## src/rtl/fpx_pkg.sv

```systemverilog
// Package: field positions of the floating-point status word and flag order.
// Assumes a status word of at least 28 bits.
package fpx_pkg;
    localparam int FLAG_W   = 5;   // exception flag count
    localparam int TEM_LSB  = 23;  // trap-enable mask field
    localparam int AEXC_LSB = 5;   // accrued field
    localparam int CEXC_LSB = 0;   // current field
    localparam int TT_BIT   = 14;  // trap-type bit set on IEEE trap
    localparam int FLG_NV   = 4;   // invalid, highest priority
    localparam int FLG_OF   = 3;
    localparam int FLG_UF   = 2;
    localparam int FLG_DZ   = 1;
    localparam int FLG_NX   = 0;   // inexact, lowest priority
endpackage

```

## src/rtl/fpx_trap_decide.sv

```systemverilog
// Combinational trap decision: masks raised flags with the enables and, on a
// trap, keeps only the highest set bit (MSB = highest priority).
// Assumes flag bit order matches priority order.
module fpx_trap_decide #(
    parameter int W = 5
) (
    input  logic [W-1:0] flags,
    input  logic [W-1:0] enables,
    output logic         take_trap,
    output logic [W-1:0] result
);
    logic [W-1:0] masked;
    logic [W:0]   above;   // above[i]: some masked bit at index >= i
    logic [W-1:0] pick;

    assign masked   = flags & enables;
    assign above[W] = 1'b0;

    // Priority chain: a bit survives only if no higher masked bit is set.
    for (genvar i = W - 1; i >= 0; i--) begin : g_prio
        assign above[i] = above[i+1] | masked[i];
        assign pick[i]  = masked[i] & ~above[i+1];
    end

    // Select the single survivor on a trap, the raw flags otherwise.
    always_comb begin
        take_trap = |masked;
        result    = take_trap ? pick : flags;
    end
endmodule

```

## src/rtl/fpx_status_reg.sv

```systemverilog
// Status word register: software write port plus event update of the
// current/accrued fields and the trap-type bit. An event wins over a write.
module fpx_status_reg
    import fpx_pkg::*;
#(
    parameter int SR_W = 32
) (
    input  logic              clk,
    input  logic              rst_n,
    input  logic              evt_vld,
    input  logic              take_trap,
    input  logic [FLAG_W-1:0] result,
    input  logic              wr_en,
    input  logic [SR_W-1:0]   wr_data,
    output logic [SR_W-1:0]   status_q
);
    logic [SR_W-1:0] evt_next;

    // Event update of the status word.
    always_comb begin
        evt_next = status_q;
        evt_next[CEXC_LSB +: FLAG_W] = result;
        if (take_trap)
            evt_next[TT_BIT] = 1'b1;
        else
            evt_next[AEXC_LSB +: FLAG_W] = status_q[AEXC_LSB +: FLAG_W] | result;
    end

    // Register with reset; an event takes precedence over a software write.
    always_ff @(posedge clk) begin
        if (!rst_n)
            status_q <= '0;
        else if (evt_vld)
            status_q <= evt_next;
        else if (wr_en)
            status_q <= wr_data;
    end
endmodule

```

## src/rtl/fpx_pc_seq.sv

```systemverilog
// Program-counter pair: on advance, pc takes npc and npc steps forward.
module fpx_pc_seq #(
    parameter int              PC_W     = 32,
    parameter int              PC_STEP  = 4,
    parameter logic [PC_W-1:0] RESET_PC = '0
) (
    input  logic            clk,
    input  logic            rst_n,
    input  logic            advance,
    output logic [PC_W-1:0] pc,
    output logic [PC_W-1:0] npc
);
    localparam logic [PC_W-1:0] STEP_V = PC_W'(PC_STEP);

    // Reset to the start pair, step on advance, hold otherwise.
    always_ff @(posedge clk) begin
        if (!rst_n) begin
            pc  <= RESET_PC;
            npc <= RESET_PC + STEP_V;
        end else if (advance) begin
            pc  <= npc;
            npc <= npc + STEP_V;
        end
    end
endmodule

```

## src/rtl/fp_exc_recorder.sv

```systemverilog
// Top: records the outcome of a finished FP operation. Decides trap/no-trap
// from the enable mask, updates the status word, steps the pc pair when no
// trap, and pulses trap_o one cycle after a trapping event.
module fp_exc_recorder
    import fpx_pkg::*;
#(
    parameter int              SR_W     = 32,
    parameter int              PC_W     = 32,
    parameter int              PC_STEP  = 4,
    parameter logic [PC_W-1:0] RESET_PC = '0
) (
    input  logic              clk,
    input  logic              rst_n,
    input  logic              flag_vld,
    input  logic [FLAG_W-1:0] flag_vec,
    input  logic              sr_wr_en,
    input  logic [SR_W-1:0]   sr_wr_data,
    output logic [SR_W-1:0]   sr_rd_data,
    output logic [PC_W-1:0]   pc,
    output logic [PC_W-1:0]   npc,
    output logic              trap_o
);
    logic              take_trap;
    logic [FLAG_W-1:0] result;
    logic [SR_W-1:0]   status_q;

    fpx_trap_decide #(.W(FLAG_W)) u_decide (
        .flags     (flag_vec),
        .enables   (status_q[TEM_LSB +: FLAG_W]),
        .take_trap (take_trap),
        .result    (result)
    );

    fpx_status_reg #(.SR_W(SR_W)) u_status (
        .clk       (clk),
        .rst_n     (rst_n),
        .evt_vld   (flag_vld),
        .take_trap (take_trap),
        .result    (result),
        .wr_en     (sr_wr_en),
        .wr_data   (sr_wr_data),
        .status_q  (status_q)
    );

    fpx_pc_seq #(.PC_W(PC_W), .PC_STEP(PC_STEP), .RESET_PC(RESET_PC)) u_pc (
        .clk     (clk),
        .rst_n   (rst_n),
        .advance (flag_vld & ~take_trap),
        .pc      (pc),
        .npc     (npc)
    );

    // One-cycle trap pulse registered from the event edge.
    always_ff @(posedge clk) begin
        if (!rst_n)
            trap_o <= 1'b0;
        else
            trap_o <= flag_vld & take_trap;
    end

    assign sr_rd_data = status_q;
endmodule

```

## config.mk

```make
export PLATFORM = sky130hd
export DESIGN_NAME = fp_exc_recorder
export DESIGN_NICKNAME = d
export VERILOG_FILES = /design/src/rtl/fpx_pkg.sv /design/src/rtl/fpx_trap_decide.sv /design/src/rtl/fpx_status_reg.sv /design/src/rtl/fpx_pc_seq.sv /design/src/rtl/fp_exc_recorder.sv
export SDC_FILE = /design/constraint.sdc
export NUM_CORES = 1
export LEC_CHECK = 0
export ABC_AREA = 1
export BUFFER_PORTS_ARGS = -buffer_cell sky130_fd_sc_hd__buf_4
export CAP_MARGIN = 10
export CORE_UTILIZATION = 45
export CTS_CLUSTER_SIZE = 28
export DETAILED_ROUTE_END_ITERATION = 7
export GPL_ROUTABILITY_DRIVEN = 0
export PLACE_DENSITY_LB_ADDON = 0.2
export SLEW_MARGIN = 10
export SYNTH_ARGS = -nofsm -noshare
export SYNTH_HDL_FRONTEND = slang
export SYNTH_HIERARCHICAL = 1
export SYNTH_SLANG_ARGS = --single-unit
```

## constraint.sdc

```tcl
create_clock -name clk -period 4.2 [get_ports clk]
set_input_delay 0.21 -clock clk [delete_from_list [all_inputs] [get_ports clk]]
set_output_delay 0.21 -clock clk [all_outputs]
set_load 0.005 [all_outputs]
```

Yosys cells after proc, flatten, opt, wreduce, memory -nomap -nowiden. Cells that the tools add are included.

Register bits after elaboration: 97. Input bits: 41. Output and inout bits: 97. Word-level logic and storage cells: 37.

Add/subtract/negate cells: 1. Equal/unequal tests: 2. Mux-type cells: 5. Bitwise gates (word level): 17. Reduce and logical (&&, ||, !) cells: 5.

Operators by type and width (count): 32-bit by 3-bit adder with 32-bit output, second input constant (1); 15-bit 2-to-1 mux (2); 5-bit 2-to-1 mux (2); 1-bit bitwise AND (6); 1-bit inverter (6); 2-bit AND reduction (3); 5-bit bitwise AND (1); 5-bit bitwise OR (1); 5-bit OR reduction (1); 1-bit bitwise OR (3); 2-bit by 1-bit != test with 1-bit output, second input constant (1); 2-bit != test, second input constant (1); 2-bit nonzero test (1); 1-bit 2-to-1 mux (1).

Longest topological paths before layout.
Depth in word-level cells: 10. Depth in mapped cells: 14. Mapped depth without buffers: 13.

By module. The synthesis kept the hierarchy.

By module, submodules not included: fpx_pc_seq (times used 1, cells an instance 403, area each 2783.9 um2, sequential area each 1201.2 um2); fpx_status_reg (times used 1, cells an instance 173, area each 1251.2 um2, sequential area each 640.6 um2); fpx_trap_decide (times used 1, cells an instance 24, area each 101.3 um2, sequential area each 0.0 um2); fp_exc_recorder (times used 1, cells an instance 6, area each 41.3 um2, sequential area each 20.0 um2).

Least setup slack after synthesis. No wires, ideal clock.

Kind: register to register. Start point: register u_status.status_q[26]. End point: register u_pc.npc[28]. Library setup time: 110 ps. Arrival time: 1537 ps. Setup slack: 2554 ps. Cell stages (with the launch flop): 14. Path through: dfxtp_1 > nand2_1 > nand2_1 > nor2_2 > nand2_1 > nor2_1 > buf_4 > inv_2 > nor2_1 > nand2_1 > nor2_1 > nand4_1 > nand2_1 > nor2_1.

Word-level cells in the longest chain between the ends: 4.

RTL lines: start, declared (RTL line fpx_status_reg.sv:15) `output logic [SR_W-1:0] status_q`; start signal, assigned (RTL line fpx_status_reg.sv:34) `status_q <= evt_next;`; start signal, assigned (RTL line fpx_status_reg.sv:36) `status_q <= wr_data;`; 5-bit bitwise AND (RTL line fpx_trap_decide.sv:16) `assign masked = flags & enables;`; 5-bit OR reduction (RTL line fpx_trap_decide.sv:27) `take_trap = |masked;`; named net take_trap (RTL line fp_exc_recorder.sv:23) `logic take_trap;`; 1-bit inverter (RTL line fp_exc_recorder.sv:48) `.advance (flag_vld & ~take_trap),`; 1-bit bitwise AND (RTL line fp_exc_recorder.sv:48); end signal, assigned (RTL line fpx_pc_seq.sv:19) `npc <= RESET_PC + STEP_V;`; end signal, assigned (RTL line fpx_pc_seq.sv:22) `npc <= npc + STEP_V;`; end, declared (RTL line fpx_pc_seq.sv:11) `output logic [PC_W-1:0] npc`.

The timed path passes the listed nets, and every way through them passes these cells. A chain may end at the register's enable or synchronous reset.

Final worst setup path.
Start point: register u_status.status_q[26]. End point: register u_pc.npc[25].

Same word-level chain as after synthesis.

==> summary.md <==
| Metric | Value |
|---|---|
| Die Width | 98.36 um |
| Ys flop type | dfxtp_1 |
| Vias in the first global route | 4037 |
| Final ANT Viol Nets | 0 |
| Clock Skew | 7.680 ps |
| Setup bufs post-CTS | 0 |
| Initial antenna violation count | 0 |
| Yosys top cell by area | dfxtp_1 |
| Levels on crit path | 12 |
| YS warnings | 6 |
| Post-Synth XOR/XNOR Area | 0% |
| Finished Layout Cells | 838 |
| Final setup fails | 0 |
| Clk_lat worst skew | 360 ps |
| Synthesized flop and latch total | 93 |
| Post-synthesis mux area share | 0% |
| CTS Root Cell | clkbuf_8 |
| Via count | 4272 |
| Iteration-0 DRC Markers | 211 |
| Worst Path Required | 4460 ps |
| HPWL Detailed | 8.150 mm |
| Wire length per cell | 13.62 um |
| # DRC | 2 |
| Post-synth ARST share | 0% |
| Crit path DAT | 2620 ps |
| Boundary Pins | 138 |
| Worst Path Buf+Inv | 1 |
| Pre-CTS setup slack | 1877 ps |
| Failing checks | design-rule violations |
| Final min period | 2365 ps |
| EDFF count, synth | 0 |
| Final wirelength | 11.41 mm |
| Outcome | finished, violations left |
| Slew @ Worst Pin | 718.7 ps |
| Syn avg cell area | 6.894 sq um |
| Die height | 98.36 um |
| Crit Path Max Fanout | 25 |
| CP Launch Type | flop |
| Final period util | 56.30% |
| Clock slew at reported path FFs | 90 ps |
| Max-slew headroom | 52.09% |
| Initial Util | 47.21% |
| Cts bufs inserted | 9 |
| Cell leakage power | 2.585 nW |
| Simple-gate share of the synthesized area | 35.94% |
| Seq/Total Area, Yosys | 44.56% |
| Post-CTS Resized | 0 |
| Full die area | 9674 sq um |
| Critical path's top delay family | simple AND/OR/NAND/NOR gates |
| Synth top area cells | dfxtp_1, nand2_1, nor2_1 |
| Number of fill cells in the layout | 821 |
| Layout cells sized above 1 | 24.66% |
| R2R cell count | 12 |
| Global-route wire length before repair | 18.95 mm |
| Post-Synth Adder-Cell Area | 0.2995% |
| TritonCTS clock tree | built |
| Crit-path cells | nand2_1 > nand2_1 > nor2_2 > nand2_1 > nor2_4 > inv_2 > nor2_1 > nand2_1 > nor2_1 > nand3_1 > nand2_1 > nor2_1 |
| CP most frequent cell | nand2_1 |
| Final Hold Fails | 0 |
| Final core utilization | 61.24% |
| DR pass1 iterations | 8 |
| CP endpoint kind | flop |
| Final #Nets | 769 |
| Gr usage total | 24.48% |
| RSZ-0062 raised after global routing | no |
| Hold Crit Class | primary input to flop |
| Maximum VDD drop | 191.4 uV |
| Setup Crit Path Kind | flop to flop |
| Top cell type's share of synthesized area | 44.56% |
| Maxcap violations | 0 |
| Total grt overflow | 0 |
| Post-Syn Instances | 606 |
| Post-synthesis compound-gate area fraction | 10.48% |
| H-tree levels | 3 |
| PwrDens | 355.4 nW/um^2 |
| Num rows | 34 |
| CP max-delay cell | nor2_4 |
| Placed Cells incl. Taps | 824 |
| Synth cell count leaders | nand2_1, nor2_1, dfxtp_1, inv_1, o21ai_0 |
| CP peak stage delay | 380 ps |
| CTS max path bufs | 2 |
| Post-route setup TNS | 0 ps |
| Hold Crit Depth | 3 |
| Final Max Slew Viols | 0 |
| Multi-input gate area | 1974 sq um |
| Core ar. | 8848 sq um |
| Mapped cell area | 4178 sq um |
| Storage element area | 1862 sq um |
| Port Buffers | 133 |
| Post-synthesis cell type count | 26 |
| FMAX | 0.4229 GHz |
| Drt via density | 5.098 |
| Largest net degree at the start of global routing | 79 |
| CTS hold repair buffers | 0 |
| Layout area overhead | 29.71% |
| Clock Sinks | 93 |
| Final worst setup slack | 1835 ps |
| Main combinational cell family by area after synthesis | simple AND/OR/NAND/NOR gates |
| N_diodes | 0 |
==> sequential cells by signal, indices dropped and copies added (netlist names) <==
name and cells:
u_pc/pc 30, trap_o 1, u_status/status_q 32, u_pc/npc 30
==> layout by cell type (no fill, tap or decap), drive strengths merged <==
| master | netlist | routed |
|---|---|---|
| a211oi | 1 | 1 |
| a21oi | 35 | 35 |
| buf | 18 | 134 |
| bufinv | 0 | 3 |
| clkbuf | 9 | 10 |
| clkinvlp | 0 | 1 |
| conb | 1 | 4 |
| dfxtp | 93 | 93 |
| ha | 1 | 1 |
| inv | 55 | 55 |
| nand2 | 137 | 137 |
| nand3 | 40 | 40 |
| nand4 | 11 | 11 |
| nor2 | 147 | 147 |
| nor3 | 6 | 6 |
| nor3b | 1 | 1 |
| o21ai | 51 | 51 |
==> kinds of logic (layout without fill, tap and decap cells) <==
logic type      count (synthesis)  in the layout
compound gates                 87             87
fa+ha+maj                       1              1
buf+inv                        82            203
flops                          93             93
other cells                     1              4
simple gates                  342            342
==> cell type report <==
class	instances	area share, %
Multi-Input combinational cell	434	36.43
Sequential cell	93	34.36
Timing Repair Buffer	134	18.56
Inverter	55	3.810
Clock buffer	10	2.540
Tap cell	108	2.494
Clock inverter	4	1.801
==> stage by stage <==
step / power [W] / instance area, sq um / hold WS [ps]
6_report: 0.001926 / 5419 / 68.13
5_1_grt: 0.002011 / 5419 / 56.40
4_1_cts: 0.001938 / 5419 / 62.01
3_5_place_dp: 0.001234 / 5184 / 440.5
3_3_place_gp: 0.001227 / 5184 / 432.7
2_1_floorplan: 0.001103 / 4189 / 335.5
==> worst reg2reg max path, delay by kind of cell, from the launching register on <==
family	cells	cell delay, ps
buffers and inverters	1	290
and+or+nand+nor	11	1640
DFF	1	340
==> per-layer routing <==
metal,GRT usage (%),vias to the layer above,routed length (um)
met4,8.611,0,137
met5,0,-,0
met3,6.514,16,763
met2,41.87,151,5529
met1,29.67,1954,4983
li1,-,2151,-
==> worst paths after layout <==
| check | slack (ps) | endpoint | startpoint |
|---|---|---|---|
| worst max-delay path | 1840 | u_pc/npc[25]$_SDFFE_PN0P_ | u_status/status_q[26]$_SDFFE_PN0P_ |
| worst min-delay path | 70 | u_status/status_q[16]$_SDFFE_PN0P_ | sr_wr_data[16] |
| worst max register to register | 1840 | u_pc/npc[25]$_SDFFE_PN0P_ | u_status/status_q[26]$_SDFFE_PN0P_ |
| worst min register to register | 470 | u_pc/pc[7]$_SDFFE_PN0P_ | u_pc/pc[7]$_SDFFE_PN0P_ |
==> where the power goes <==
part	internal, W	switching [W]
Combinational	0.000120	0.000134
Sequential	0.000930	0.0000290
Clock	0.000405	0.000307
Total	0.00146	0.000471
No activity file was read; power rests on OpenSTA's default activity.
